<file path="src/rtl/uart_rate_pkg.sv">
package uart_rate_pkg;

  localparam int DIV_W  = 10;
  localparam int PRE_W  = 3;
  localparam int OS_W   = 6;
  localparam int SRC_N  = 4;
  localparam int SEL_W  = $clog2(SRC_N);
  localparam int PRE_MAX = 6;
  localparam int OS_DEFAULT = 16;

  typedef struct packed {
    logic             use_src;
    logic [SEL_W-1:0] src;
    logic [PRE_W-1:0] d1;
    logic [PRE_W-1:0] d2;
    logic [DIV_W-1:0] div;
  } rate_cfg_t;

  localparam rate_cfg_t RATE_RESET = '{use_src: 1'b0, src: '0, d1: 3'd1,
                                       d2: 3'd1, div: 10'd1};

  function automatic rate_cfg_t unpack_rate(input logic [31:0] w);
    rate_cfg_t r;
    r.div     = w[9:0];
    r.src     = w[11:10];
    r.d2      = w[14:12];
    r.d1      = w[17:15];
    r.use_src = w[19];
    return r;
  endfunction

  function automatic logic [DIV_W-1:0] pre_limit(input logic [PRE_W-1:0] v);
    logic [DIV_W-1:0] l;
    if (v == '0)                   l = DIV_W'(1);
    else if (int'(v) > PRE_MAX)    l = DIV_W'(PRE_MAX);
    else                           l = DIV_W'(v);
    return l;
  endfunction

  function automatic logic [DIV_W-1:0] div_limit(input logic [DIV_W-1:0] v);
    return (v == '0) ? DIV_W'(1) : v;
  endfunction

  function automatic logic [OS_W-1:0] os_limit(input logic [OS_W-1:0] v);
    return (v == '0) ? OS_W'(OS_DEFAULT) : v;
  endfunction

endpackage

</file>
<file path="src/rtl/uart_rate_cfg.sv">
module uart_rate_cfg
  import uart_rate_pkg::*;
(
  input  logic            clk,
  input  logic            rst_n,
  input  logic            cfg_we,
  input  logic            cfg_sel,
  input  logic [31:0]     cfg_wdata,
  input  logic            tx_idle,
  output rate_cfg_t       act_rate,
  output logic [OS_W-1:0] act_os,
  output logic            apply_now
);

  rate_cfg_t       shd_rate;
  logic [OS_W-1:0] shd_os;
  logic            pending;

  assign apply_now = pending && tx_idle;

  always_ff @(posedge clk or negedge rst_n) begin
    if (!rst_n) begin
      shd_rate <= RATE_RESET;
      shd_os   <= '0;
      pending  <= 1'b0;
    end else begin
      if (cfg_we) begin
        if (cfg_sel) shd_os   <= cfg_wdata[OS_W-1:0];
        else         shd_rate <= unpack_rate(cfg_wdata);
      end
      if (cfg_we)         pending <= 1'b1;
      else if (apply_now) pending <= 1'b0;
    end
  end

  always_ff @(posedge clk or negedge rst_n) begin
    if (!rst_n) begin
      act_rate <= RATE_RESET;
      act_os   <= '0;
    end else if (apply_now) begin
      act_rate <= shd_rate;
      act_os   <= shd_os;
    end
  end

  // the active settings move only after a cycle with the transmitter idle
  p_apply_when_idle_r6: assert property (@(posedge clk) disable iff (!rst_n)
    (!$stable(act_rate) || !$stable(act_os)) |-> $past(tx_idle));

endmodule

</file>
<file path="src/rtl/uart_rate_stage.sv">
module uart_rate_stage #(
  parameter int W = 10
) (
  input  logic         clk,
  input  logic         rst_n,
  input  logic         restart,
  input  logic         in_pulse,
  input  logic [W-1:0] limit,
  output logic         out_pulse,
  output logic [W-1:0] count
);

  logic at_end;

  assign at_end    = (count == limit - W'(1));
  assign out_pulse = in_pulse && at_end;

  always_ff @(posedge clk or negedge rst_n) begin
    if (!rst_n)              count <= '0;
    else if (restart)        count <= '0;
    else if (in_pulse)       count <= at_end ? '0 : count + W'(1);
  end

  // a stage counter never reaches its own limit
  p_cnt_below_limit_r2: assert property (@(posedge clk) disable iff (!rst_n)
    (limit != '0) |-> (count < limit));

endmodule

</file>
<file path="src/rtl/uart_rate_os.sv">
module uart_rate_os
  import uart_rate_pkg::*;
(
  input  logic            clk,
  input  logic            rst_n,
  input  logic            restart,
  input  logic            tick_in,
  input  logic [OS_W-1:0] n_ticks,
  output logic            bit_done
);

  logic [OS_W-1:0] tcnt;
  logic            last;

  assign last     = (tcnt == n_ticks - OS_W'(1));
  assign bit_done = tick_in && last;

  always_ff @(posedge clk or negedge rst_n) begin
    if (!rst_n)        tcnt <= '0;
    else if (restart)  tcnt <= '0;
    else if (tick_in)  tcnt <= last ? '0 : tcnt + OS_W'(1);
  end

  // the tick counter stays inside the effective oversampling count
  p_os_cnt_range_r5: assert property (@(posedge clk) disable iff (!rst_n)
    (n_ticks != '0) |-> (tcnt < n_ticks));

endmodule

</file>
<file path="src/rtl/uart_rate_gen.sv">
module uart_rate_gen
  import uart_rate_pkg::*;
(
  input  logic              clk,
  input  logic              rst_n,
  input  logic              cfg_we,
  input  logic              cfg_sel,
  input  logic [31:0]       cfg_wdata,
  input  logic              tx_idle,
  input  logic              ref_en,
  input  logic [SRC_N-1:0]  src_en,
  output logic              sample_tick,
  output logic              bit_strobe
);

  localparam int N_STAGE = 3;

  rate_cfg_t        act_rate;
  logic [OS_W-1:0]  act_os;
  logic             apply_now;
  logic             base_en;
  logic [DIV_W-1:0] stage_lim [N_STAGE];
  logic [DIV_W-1:0] stage_cnt [N_STAGE];
  logic [N_STAGE:0] chain;
  logic             tick_next;
  logic             bit_next;

  uart_rate_cfg u_cfg (
    .clk       (clk),
    .rst_n     (rst_n),
    .cfg_we    (cfg_we),
    .cfg_sel   (cfg_sel),
    .cfg_wdata (cfg_wdata),
    .tx_idle   (tx_idle),
    .act_rate  (act_rate),
    .act_os    (act_os),
    .apply_now (apply_now)
  );

  assign base_en = act_rate.use_src ? src_en[act_rate.src] : ref_en;

  assign stage_lim[0] = pre_limit(act_rate.d1);
  assign stage_lim[1] = pre_limit(act_rate.d2);
  assign stage_lim[2] = div_limit(act_rate.div);

  assign chain[0] = base_en;

  for (genvar g = 0; g < N_STAGE; g++) begin : g_stage
    uart_rate_stage #(.W(DIV_W)) u_stage (
      .clk       (clk),
      .rst_n     (rst_n),
      .restart   (apply_now),
      .in_pulse  (chain[g]),
      .limit     (stage_lim[g]),
      .out_pulse (chain[g+1]),
      .count     (stage_cnt[g])
    );
  end

  assign tick_next = chain[N_STAGE] && !apply_now;

  uart_rate_os u_os (
    .clk      (clk),
    .rst_n    (rst_n),
    .restart  (apply_now),
    .tick_in  (tick_next),
    .n_ticks  (os_limit(act_os)),
    .bit_done (bit_next)
  );

  always_ff @(posedge clk or negedge rst_n) begin
    if (!rst_n) begin
      sample_tick <= 1'b0;
      bit_strobe  <= 1'b0;
    end else begin
      sample_tick <= tick_next;
      bit_strobe  <= bit_next;
    end
  end

  // every bit strobe lands on a sample tick
  p_strobe_on_tick_r7: assert property (@(posedge clk) disable iff (!rst_n)
    bit_strobe |-> sample_tick);

  // a tick is only produced from a cycle where the chosen source was enabled
  p_tick_from_source_r4: assert property (@(posedge clk) disable iff (!rst_n)
    sample_tick |-> $past(base_en));

  // the second prescaler only advances on a first-prescaler pulse
  p_pre2_follows_pre1_r3: assert property (@(posedge clk) disable iff (!rst_n)
    (!chain[1] && !apply_now) |=> $stable(stage_cnt[1]));

endmodule

</file>
<file path="config.mk">
export PLATFORM = sky130hd
export DESIGN_NAME = uart_rate_gen
export DESIGN_NICKNAME = d
export VERILOG_FILES = /design/src/rtl/uart_rate_pkg.sv /design/src/rtl/uart_rate_cfg.sv /design/src/rtl/uart_rate_stage.sv /design/src/rtl/uart_rate_os.sv /design/src/rtl/uart_rate_gen.sv
export SDC_FILE = /design/constraint.sdc
export NUM_CORES = 1
export LEC_CHECK = 0
export ABC_AREA = 0
export BUFFER_PORTS_ARGS = -buffer_cell sky130_fd_sc_hd__buf_2
export CAP_MARGIN = 20
export CORE_MARGIN = 2
export CORE_UTILIZATION = 55
export CTS_CLUSTER_SIZE = 12
export DETAILED_ROUTE_END_ITERATION = 6
export PLACE_DENSITY_LB_ADDON = 0.25
export SYNTH_ARGS = -nofsm -noshare
export SYNTH_HDL_FRONTEND = slang
export SYNTH_SLANG_ARGS = --single-unit
</file>
<file path="constraint.sdc">
create_clock -name clk -period 9.3 [get_ports clk]
set_input_delay 0 -clock clk [delete_from_list [all_inputs] [get_ports clk]]
set_output_delay 0 -clock clk [all_outputs]
set_load 0.03 [all_outputs]
</file>
-- Word level (Yosys, flattened, before mapping)
Cells that the tools add are included.
- output and inout port bits: 2
- memory bits (writable): 0
- register bits: 89
- bits in read-only memories: 0
- bits in latches: 0
- word-level logic and storage cells: 76
- input bits: 42
- memories kept: 0
- magnitude comparators: 3
- multiply operators: 0
- shift operators: 0
- equal/unequal tests: 4
- multiplexer cells: 23
- bitwise logic cells: 1
- divide/modulo/power cells: 0
- reductions and logical operators: 18
- add/subtract/negate cells: 8
- operators with widths (cell ; count):
    10-bit two-way mux ; 11
    10-bit by 1-bit adder with 10-bit output (second input constant) ; 3
    10-bit == test ; 3
    6-bit two-way mux ; 4
    10-bit by 1-bit subtractor with 10-bit output (second input constant) ; 2
    10-bit zero test ; 1
    2-bit nonzero test ; 5
    3-bit two-way mux ; 3
    6-bit by 1-bit adder with 6-bit output (second input constant) ; 1
    6-bit == test ; 1
    3-bit greater-than comparator (second input constant) ; 2
    1-bit logical AND ; 6
    3-bit zero test ; 2
    6-bit zero test ; 1
    6-bit by 1-bit subtractor with 6-bit output (second input constant) ; 1
    1-bit two-way mux ; 4
    2-bit AND reduction ; 2
    3-bit by 1-bit subtractor with 4-bit output (second input constant) ; 1
    2-bit by 3-bit less-than comparator with 1-bit output (second input constant) ; 1
    1-bit binary-select mux with 2-bit select ; 1
    1-bit zero test ; 1
    1-bit inverter ; 1

-- Depth between registers and ports, before layout
Gate-level depths: netlist of run 1.
- depth after elaboration: 11
- mapped depth: 13
- gate-level depth less buffers: 11

-- Hierarchy
Synthesis of run 1 repeated with hierarchy kept, for this count alone.
- cells, all modules: 524
- area, all modules: 5517.8 sq um
- modules (own cells, without submodules) (module ; seq. area each (sq um) ; instances ; area each (sq um) ; cells an instance):
    uart_rate_stage ; 250.2 ; 3 ; 912.1 ; 103
    uart_rate_cfg ; 1283.7 ; 1 ; 1978.1 ; 111
    uart_rate_os ; 150.1 ; 1 ; 555.5 ; 64
    uart_rate_gen ; 50.0 ; 1 ; 247.7 ; 40

-- Least setup slack after synthesis of run 1
OpenSTA, ideal clock, no wires.
- path type: register to register
- start: register u_cfg.act_rate[6] (netlist name)
- end: register u_os.tcnt[1]
- setup time: 0.078 ns
- required time: 9.222 ns
- path slack: 6.153 ns
- path buffers: 1
- arrival time: 3.069 ns
- period minus slack after synthesis: 3.147 ns
- stages on the path, launching flop included: 13
- cells stage by stage: dfrtp_1 clkbuf_1 or4_1 nor2_1 a21oi_1 ha_1 or4b_4 o21a_1 or4_4 nand3b_2 and3_4 or4b_4 o2bb2ai_1
- word-level cells in the longest chain between the ends: 7
- ends and longest elaborated chain (what ; RTL line ; source):
    10-bit zero test ; uart_rate_pkg.sv:41 ; return (v == '0) ? DIV_W'(1) : v;
    10-bit two-way mux (*) ; uart_rate_pkg.sv:41 ;
    10-bit by 1-bit subtractor with 10-bit output (*) ; uart_rate_stage.sv:15 ; assign at_end = (count == limit - W'(1));
    10-bit == test (*) ; uart_rate_stage.sv:15 ;
    1-bit logical AND (*) ; uart_rate_stage.sv:16 ; assign out_pulse = in_pulse && at_end;
    1-bit logical AND (*) ; uart_rate_gen.sv:60 ; assign tick_next = chain[N_STAGE] && !apply_now;
    2-bit nonzero test (no line) (*) ; - ;
    end signal, assigned ; uart_rate_os.sv:21 ; else if (tick_in) tcnt <= last ? '0 : tcnt + OS_W'(1);
    end, declared ; uart_rate_os.sv:12 ; logic [OS_W-1:0] tcnt;
Every way passes the cells marked *; elsewhere a longest branch is shown, timed or not.
A chain may end at the register's enable or synchronous reset.

-- Worst setup path in the final report of run 1
- start: register u_cfg.act_rate[13] (netlist name)
- end: register g_stage[2].u_stage.count[6]
- word-level cells in the longest chain between the ends: 8
- elaborated cells on any way between the ends: 9
- those cells by class: add/sub (1); order compare (1); eq/ne (1); mux (2); reduce/logical (4)
- ends and longest elaborated chain (what ; RTL line ; source):
    3-bit greater-than comparator ; uart_rate_pkg.sv:35 ; else if (int'(v) > PRE_MAX) l = DIV_W'(PRE_MAX);
    3-bit two-way mux ; uart_rate_pkg.sv:35 ;
    10-bit two-way mux (*) ; uart_rate_pkg.sv:34 ; if (v == '0) l = DIV_W'(1);
    10-bit by 1-bit subtractor with 10-bit output (*) ; uart_rate_stage.sv:15 ;
    10-bit == test (*) ; uart_rate_stage.sv:15 ;
    1-bit logical AND (*) (2 in a row) ; uart_rate_stage.sv:16 ;
    2-bit nonzero test (no line) (*) ; - ;
    end signal, assigned ; uart_rate_stage.sv:21 ; else if (in_pulse) count <= at_end ? '0 : count + W'(1);
    end, declared ; uart_rate_stage.sv:10 ; output logic [W-1:0] count
Marks and branches as above.

==> results of run 1 <==
layer usage:
layer / track usage / vias to the layer above / wire (um)
met5: 0 / - / 0
met2: 0.3941 / 50 / 4879
met3: 0.03211 / 9 / 260
met4: 0.07394 / 0 / 118
met1: 0.3250 / 1761 / 4676
li1: - / 1777 / -
area by class of cell:
cell class	count	share of cell area
Clock buffer	9	0.02306
Clock inverter	7	0.01467
Inverter	16	0.01118
Multi-Input combinational cell	364	0.4343
Sequential cell	89	0.4159
Tap cell	105	0.02445
Timing Repair Buffer	56	0.07639
worst reg2reg max path, cell delays in order, from the launching register on:
cell and delay (ps):
dfstp_2 540, o21bai_1 140, nand2_1 100, ha_1 200
xnor3_1 360, nand4_1 130, nor3_1 420, nand4_1 370
a31oi_1 760, o21ai_0 190, o21ai_0 120
cell usage in the layout (no fill, tap or decap), drive strengths merged, types with 3 or more instances in the layout:
master / netlist / layout
or3: 6 / 6
nand2b: 7 / 7
dlygate4sd3: 0 / 22
clkbuf: 13 / 9
xor2: 21 / 21
dfstp: 6 / 6
and2: 6 / 6
nor4: 4 / 4
a2111o: 3 / 3
ha: 9 / 9
xnor2: 13 / 13
dfrtp: 83 / 83
nand2: 97 / 97
nor3: 9 / 9
o21ai: 29 / 29
nand3: 15 / 15
and3: 12 / 12
nor2: 34 / 34
a22o: 3 / 3
buf: 3 / 34
mux2: 27 / 27
nand4: 10 / 10
inv: 16 / 18
nor2b: 9 / 9
a21oi: 9 / 9
power groups by stage:
stage	Combinational [W]	Clock, W	Sequential (W)
floorplan	0.000180	0	0.000472
global placement	0.000219	0	0.000485
detailed placement	0.000229	0	0.000489
CTS	0.000237	0.000279	0.000481
global route	0.000268	0.000298	0.000490
finish	0.000236	0.000274	0.000481
registers in the layout, indices dropped and copies added, names as in the netlist:
name and count:
u_cfg.shd_os 6, u_cfg.shd_rate 19, u_cfg.pending 1, u_cfg.act_rate 19, u_cfg.act_os 6, g_stage.u_stage.count 30
sample_tick 1, u_os.tcnt 6, bit_strobe 1
through the flow:
step / hold WS, ps / cells / utilization
CTS: 154.6 / 645 / 0.6488
global route: 56.91 / 646 / 0.6506
floorplan: -295.6 / 485 / -
global placement: 23.55 / 607 / 0.5976
finish: 54.02 / 646 / 0.6506
detailed placement: 30.16 / 607 / 0.5976
path summary, 6_finish.rpt:
| check | slack [ps] | to | from |
|---|---|---|---|
| setup / recovery | 5870 | g_stage[2].u_stage.count[6] | u_cfg.act_rate[13] |
| max in group asynchronous | 8150 | u_cfg.shd_rate[4] | rst_n |
| setup reg to reg | 5870 | g_stage[2].u_stage.count[6] | u_cfg.act_rate[13] |
| hold / removal | 50 | u_cfg.shd_rate[0] | cfg_sel |
| min in group asynchronous | 160 | g_stage[0].u_stage.count[9] | rst_n |
| hold reg to reg | 460 | u_cfg.act_rate[10] | u_cfg.act_rate[10] |
kinds of logic after synthesis:
| kind of cell | Yosys count | synth area share |
|---|---|---|
| buffers and inverters | 32 | 0.02590 |
| DFF | 89 | 0.4768 |
| and+or+nand+nor | 222 | 0.2312 |
| AOI/OAI and AO/OA | 67 | 0.09504 |
| xor gates and xnor gates | 36 | 0.07314 |
| adders and majority gates | 9 | 0.02403 |
| muxes | 30 | 0.07395 |
==> results.txt, run 1 <==
Port Buffers - 30
predominant post-synthesis flop cell - dfrtp_1
PwrDens - 184.6 nW/um^2
Die ar. - 9277 um^2
worst path required time - 9570 ps
Sw Share - 0.3211
Antenna diodes - 0
Post-synth EDFFs - 0
post-synthesis cell area - 4687 um^2
Worst Path Buf+Inv - 0
Hold Path Class - primary input to register
nets - 587
initial antenna violation count - 0
Clock Power Share - 0.276
grt total ovfl - 0
Yosys top cell area share - 0.4431
CTS tree - yes
hold_buf cts - 22
Sequential Area - 2235 um^2
syn nets - 536
max_cap viols - 0
Combinational Power Share - 0.238
dpl cell area - 4935 um^2
Worst Clk Skew - 8.835 ps
Filler cells - 690
GRT Util Overall - 0.2376
final setup margin - 5874 ps
CTS resizes - 0
Vias/cell - 5.568
sequential area share after synthesis - 0.4768
Relative slew margins - 0.4422
via count - 3597
Starting Density - 0.5676
detailed placement HPWL - 6780 um
Final TNS setup - 0 ps
WS Path Type - register to register
count leader, synth - nand2_1
warnings from Yosys - 0
Peak VDD IR - 0.09812 mV
crit end category - register
Leakage - 2.490 nW
H-Tree Depth - 3
Mapped Cells - 485
post-synthesis register bit count - 89
Sink Count - 89
Area contributors post-synth - dfrtp_1, nand2_1, mux2_2
share of layout cells above drive strength 1 - 0.1756
minimum clock period - 3426 ps
clk slew on worst S/H paths - 100 ps
Post-synth ARST share - 1.000
DR iter-0 viols - 152
CP max stage delay - 750 ps
worst slew pin tran - 834.7 ps
NetSw - 0.0003185 W
Commonest cells post-synth - nand2_1, dfrtp_1, nor2_1
Pint - 0.0006734 W
row cnt - 33
clock latency on the worst-skew pair - 360 ps
critical path fanouts, max - 11
Worst Setup Start Kind - register
DR WL/cell - 15.38 um
Seq pwr share - 0.485
Design Area, Final - 5373 um^2
Design Power - 0.0009919 W
Die Y - 96.32 um
vias in the first global route - 3540
Final setup viols - 0
crit path DAT - 3700 ps
top cell family by delay on the critical path - compound AO/OA/AOI/OAI gates
Avg Inst Size Synth - 9.664 um^2
Max stage delay cell, worst path - a31oi_1
post-synthesis cell type count - 58
CTS buffer count - 9
final wirelength - 9934 um
post-route DRC violation count - 0
RSZ-0062 raised after global routing - false
hold depth - 3
critical path cell sequence - o21bai_1, nand2_1, ha_1, xnor3_1, nand4_1, nor3_1, nand4_1, a31oi_1, o21ai_0, o21ai_0
Hold Violations, Final - 0
Final period util - 0.3683
Max Clk Rate - 291.9 MHz
Slew Viols, Final - 0
gp weighted congestion - 0.8359
drt pass-1 iters - 4
R2R depth - 10
root buf cell - clkbuf_8
# IOs - 44
synthesis-to-finish area growth - 14.63%
clk buf depth - 2
Die Wd - 96.32 um
# Post-CTS Setup Buffers - 0
Critical Path Stages - 10
largest net degree at the start of global routing - 47
Synth area leader - dfrtp_1
Core Area - 8258 um^2
status - complete, no violations
pre-CTS setup slack - 5893 ps
footprint of the multi-input gates - 2333 um^2
first-pass GRT wire length - 16860 um
DRT antenna net count - 0
(Power assumes the default switching activity.)
==> run 2: changes to the inputs <==
Clock period 9.3 ns to 3.4 ns, I/O delays scaled along.
==> results.txt, run 2 (same netlist as run 1, synthesis figures left out) <==
nets - 598 (was 587)
H-Tree Depth - 3 (unchanged)
post-route DRC violation count - 0 (unchanged)
Worst Setup Start Kind - register (unchanged)
commonest non-fill, non-tap cell in the layout - nand2_1 (unchanged)
Die Y - 96.32 um (unchanged)
CTS tree - yes (unchanged)
Worst Clk Skew - 18.73 ps (was 8.835 ps)
largest net degree at the start of global routing - 67 (was 47)
CTS buffer count - 9 (unchanged)
worst slew pin tran - 1080 ps (was 834.7 ps)
first-pass GRT wire length - 16940 um (was 16860 um)
clk slew on worst S/H paths - 100 ps (about the same)
detailed placement HPWL - 7047 um (was 6780 um)
PwrDens - 503.5 nW/um^2 (was 184.6 nW/um^2)
Die ar. - 9277 um^2 (unchanged)
NetSw - 0.0008712 W (was 0.0003185 W)
via count - 3697 (was 3597)
share of layout cells above drive strength 1 - 0.1993 (was 0.1756)
worst hold slack - 149.7 ps (was 54.02 ps)
Design Power - 0.002764 W (was 0.0009919 W)
clock latency on the worst-skew pair - 360 ps (about the same)
root buf cell - clkbuf_8 (unchanged)
GRT Util Overall - 0.2385 (was 0.2376)
Seq pwr share - 0.471 (was 0.485)
Filler cells - 667 (was 690)
Slew Viols, Final - 0 (unchanged)
Non-Filler Instances - 657 (was 646)
RSZ-0062 raised after global routing - false (unchanged)
critical path fanouts, max - 4 (was 11)
Die Wd - 96.32 um (unchanged)
max_cap viols - 0 (unchanged)
Max Clk Rate - 307.1 MHz (was 291.9 MHz)
minimum clock period - 3256 ps (was 3426 ps)
worst path required time - 3680 ps (was 9570 ps)
CP max stage delay - 540 ps (was 750 ps)
Antenna diodes - 0 (unchanged)
DRT antenna net count - 0 (unchanged)
Core Area - 8258 um^2 (unchanged)
Sink Count - 89 (unchanged)
Peak VDD IR - 0.2846 mV (was 0.09812 mV)
Top reg by flops - g_stage.u_stage.count (unchanged)
max FFs per register - 30 (unchanged)
final wirelength - 10080 um (was 9934 um)
Combinational Power Share - 0.257 (was 0.238)
Leakage - 2.555 nW (was 2.490 nW)
critical path cell sequence - or3_4, nor3_2, a21oi_1, ha_2, or4b_4, o21a_1, or4_4, nand3b_4, and3_4, or4b_4, o2bb2ai_4 (was o21bai_1, nand2_1, ha_1, xnor3_1, nand4_1, nor3_1, nand4_1, a31oi_1, o21ai_0, o21ai_0)
crit end category - register (unchanged)
drt pass-1 iters - 4 (unchanged)
row cnt - 33 (unchanged)
Final period util - 0.9577 (was 0.3683)
Hold Path Class - primary input to register (unchanged)
Final TNS setup - 0 ps (unchanged)
WS Path Type - register to register (unchanged)
DR iter-0 viols - 150 (was 152)
Max stage delay cell, worst path - dfstp_2 (was a31oi_1)
gp weighted congestion - 0.9003 (was 0.8359)
# IOs - 44 (unchanged)
Relative slew margins - 0.2767 (was 0.4422)
Hold Violations, Final - 0 (unchanged)
synthesis-to-finish area growth - 17.14% (was 14.63%)
crit path DAT - 3540 ps (was 3700 ps)
cell mode on critical path - or4b_4
Vias/cell - 5.627 (was 5.568)
final core occ - 0.6648 (was 0.6506)
placed cell count - 616 (was 607)
grt total ovfl - 0 (unchanged)
vias in the first global route - 3554 (was 3540)
Clock Power Share - 0.272 (was 0.276)
DR WL/cell - 15.34 um (was 15.38 um)
status - complete, no violations (unchanged)
Port Buffers - 30 (unchanged)
clk buf depth - 2 (unchanged)
Final setup viols - 0 (unchanged)
top flop regs - g_stage.u_stage.count: 30 flops, u_cfg.act_rate: 19 flops, u_cfg.shd_rate: 19 flops (unchanged)
initial antenna violation count - 0 (unchanged)
Pint - 0.001893 W (was 0.0006734 W)
Sw Share - 0.3152 (was 0.3211)
commonest cells after routing, fill and taps aside - nand2_1, dfrtp_1, nor2_1, o21ai_0, buf_2 (unchanged)
Starting Density - 0.5676 (unchanged)
## run 2: timing repair
action	CTS	global route
gates resized for setup	0	7
setup endpoints to repair	0	4
hold buffers	22	0
endpoints found under the hold margin	85	0
buffers inserted	0	3
## run 2: routing by layer
metal / part of all wire / vias to the layer above / GRT usage
met1: 0.48 / 1807 / 0.3327
met5: 0 / - / 0
li1: - / 1806 / -
met3: 0.027 / 15 / 0.03602
met2: 0.47 / 69 / 0.3779
met4: 0.023 / 0 / 0.09038
## run 2: final cells by class
type / count / area (um^2) / area share
timing repair buffer: 67 / 485.5 / 0.08842
clock buffer: 10 / 137.6 / 0.02507
inverter: 16 / 60.06 / 0.01094
tap: 105 / 131.4 / 0.02393
sequential: 89 / 2235 / 0.4070
clock inverter: 6 / 65.06 / 0.01185
multi-input combinational: 364 / 2376 / 0.4328
## run 2: metrics by stage
step	setup slack (ps)	instance area, um^2
final	143.7	5490
after global routing	18.00	5490
after CTS	76.89	5425
after detailed placement	134.7	5002
after global placement	193.7	5002
after floorplan	253.0	4687
## run 2: power groups by stage
stage	Sequential (W)	Clock [W]	Combinational, W
after floorplan	0.00129	0	0.000493
after global placement	0.00131	0	0.000648
after detailed placement	0.00132	0	0.000674
after CTS	0.00130	0.000764	0.000697
after global routing	0.00132	0.000814	0.000797
final	0.00130	0.000753	0.000710
## run 2: final timing paths
check	depth (start not counted)	startpoint	endpoint	slack (ps)
min reg2reg	2	u_cfg.shd_rate[10]	u_cfg.act_rate[10]	460
max	11	u_cfg.act_rate[0]	u_os.tcnt[1]	140
min	4	ref_en	g_stage[0].u_stage.count[0]	150
max reg2reg	11	u_cfg.act_rate[0]	u_os.tcnt[1]	140
max in group asynchronous	3	rst_n	g_stage[2].u_stage.count[9]	2270
min in group asynchronous	2	rst_n	g_stage[0].u_stage.count[8]	260
## run 2: worst max-delay path, delay by kind of cell, from the launching register on
family	cells	cell delay, ps
adder cells (fa/ha/maj)	1	210
flip-flops	1	540
AND/OR/NAND/NOR	7	1870
AO/OA/AOI/OAI	3	550
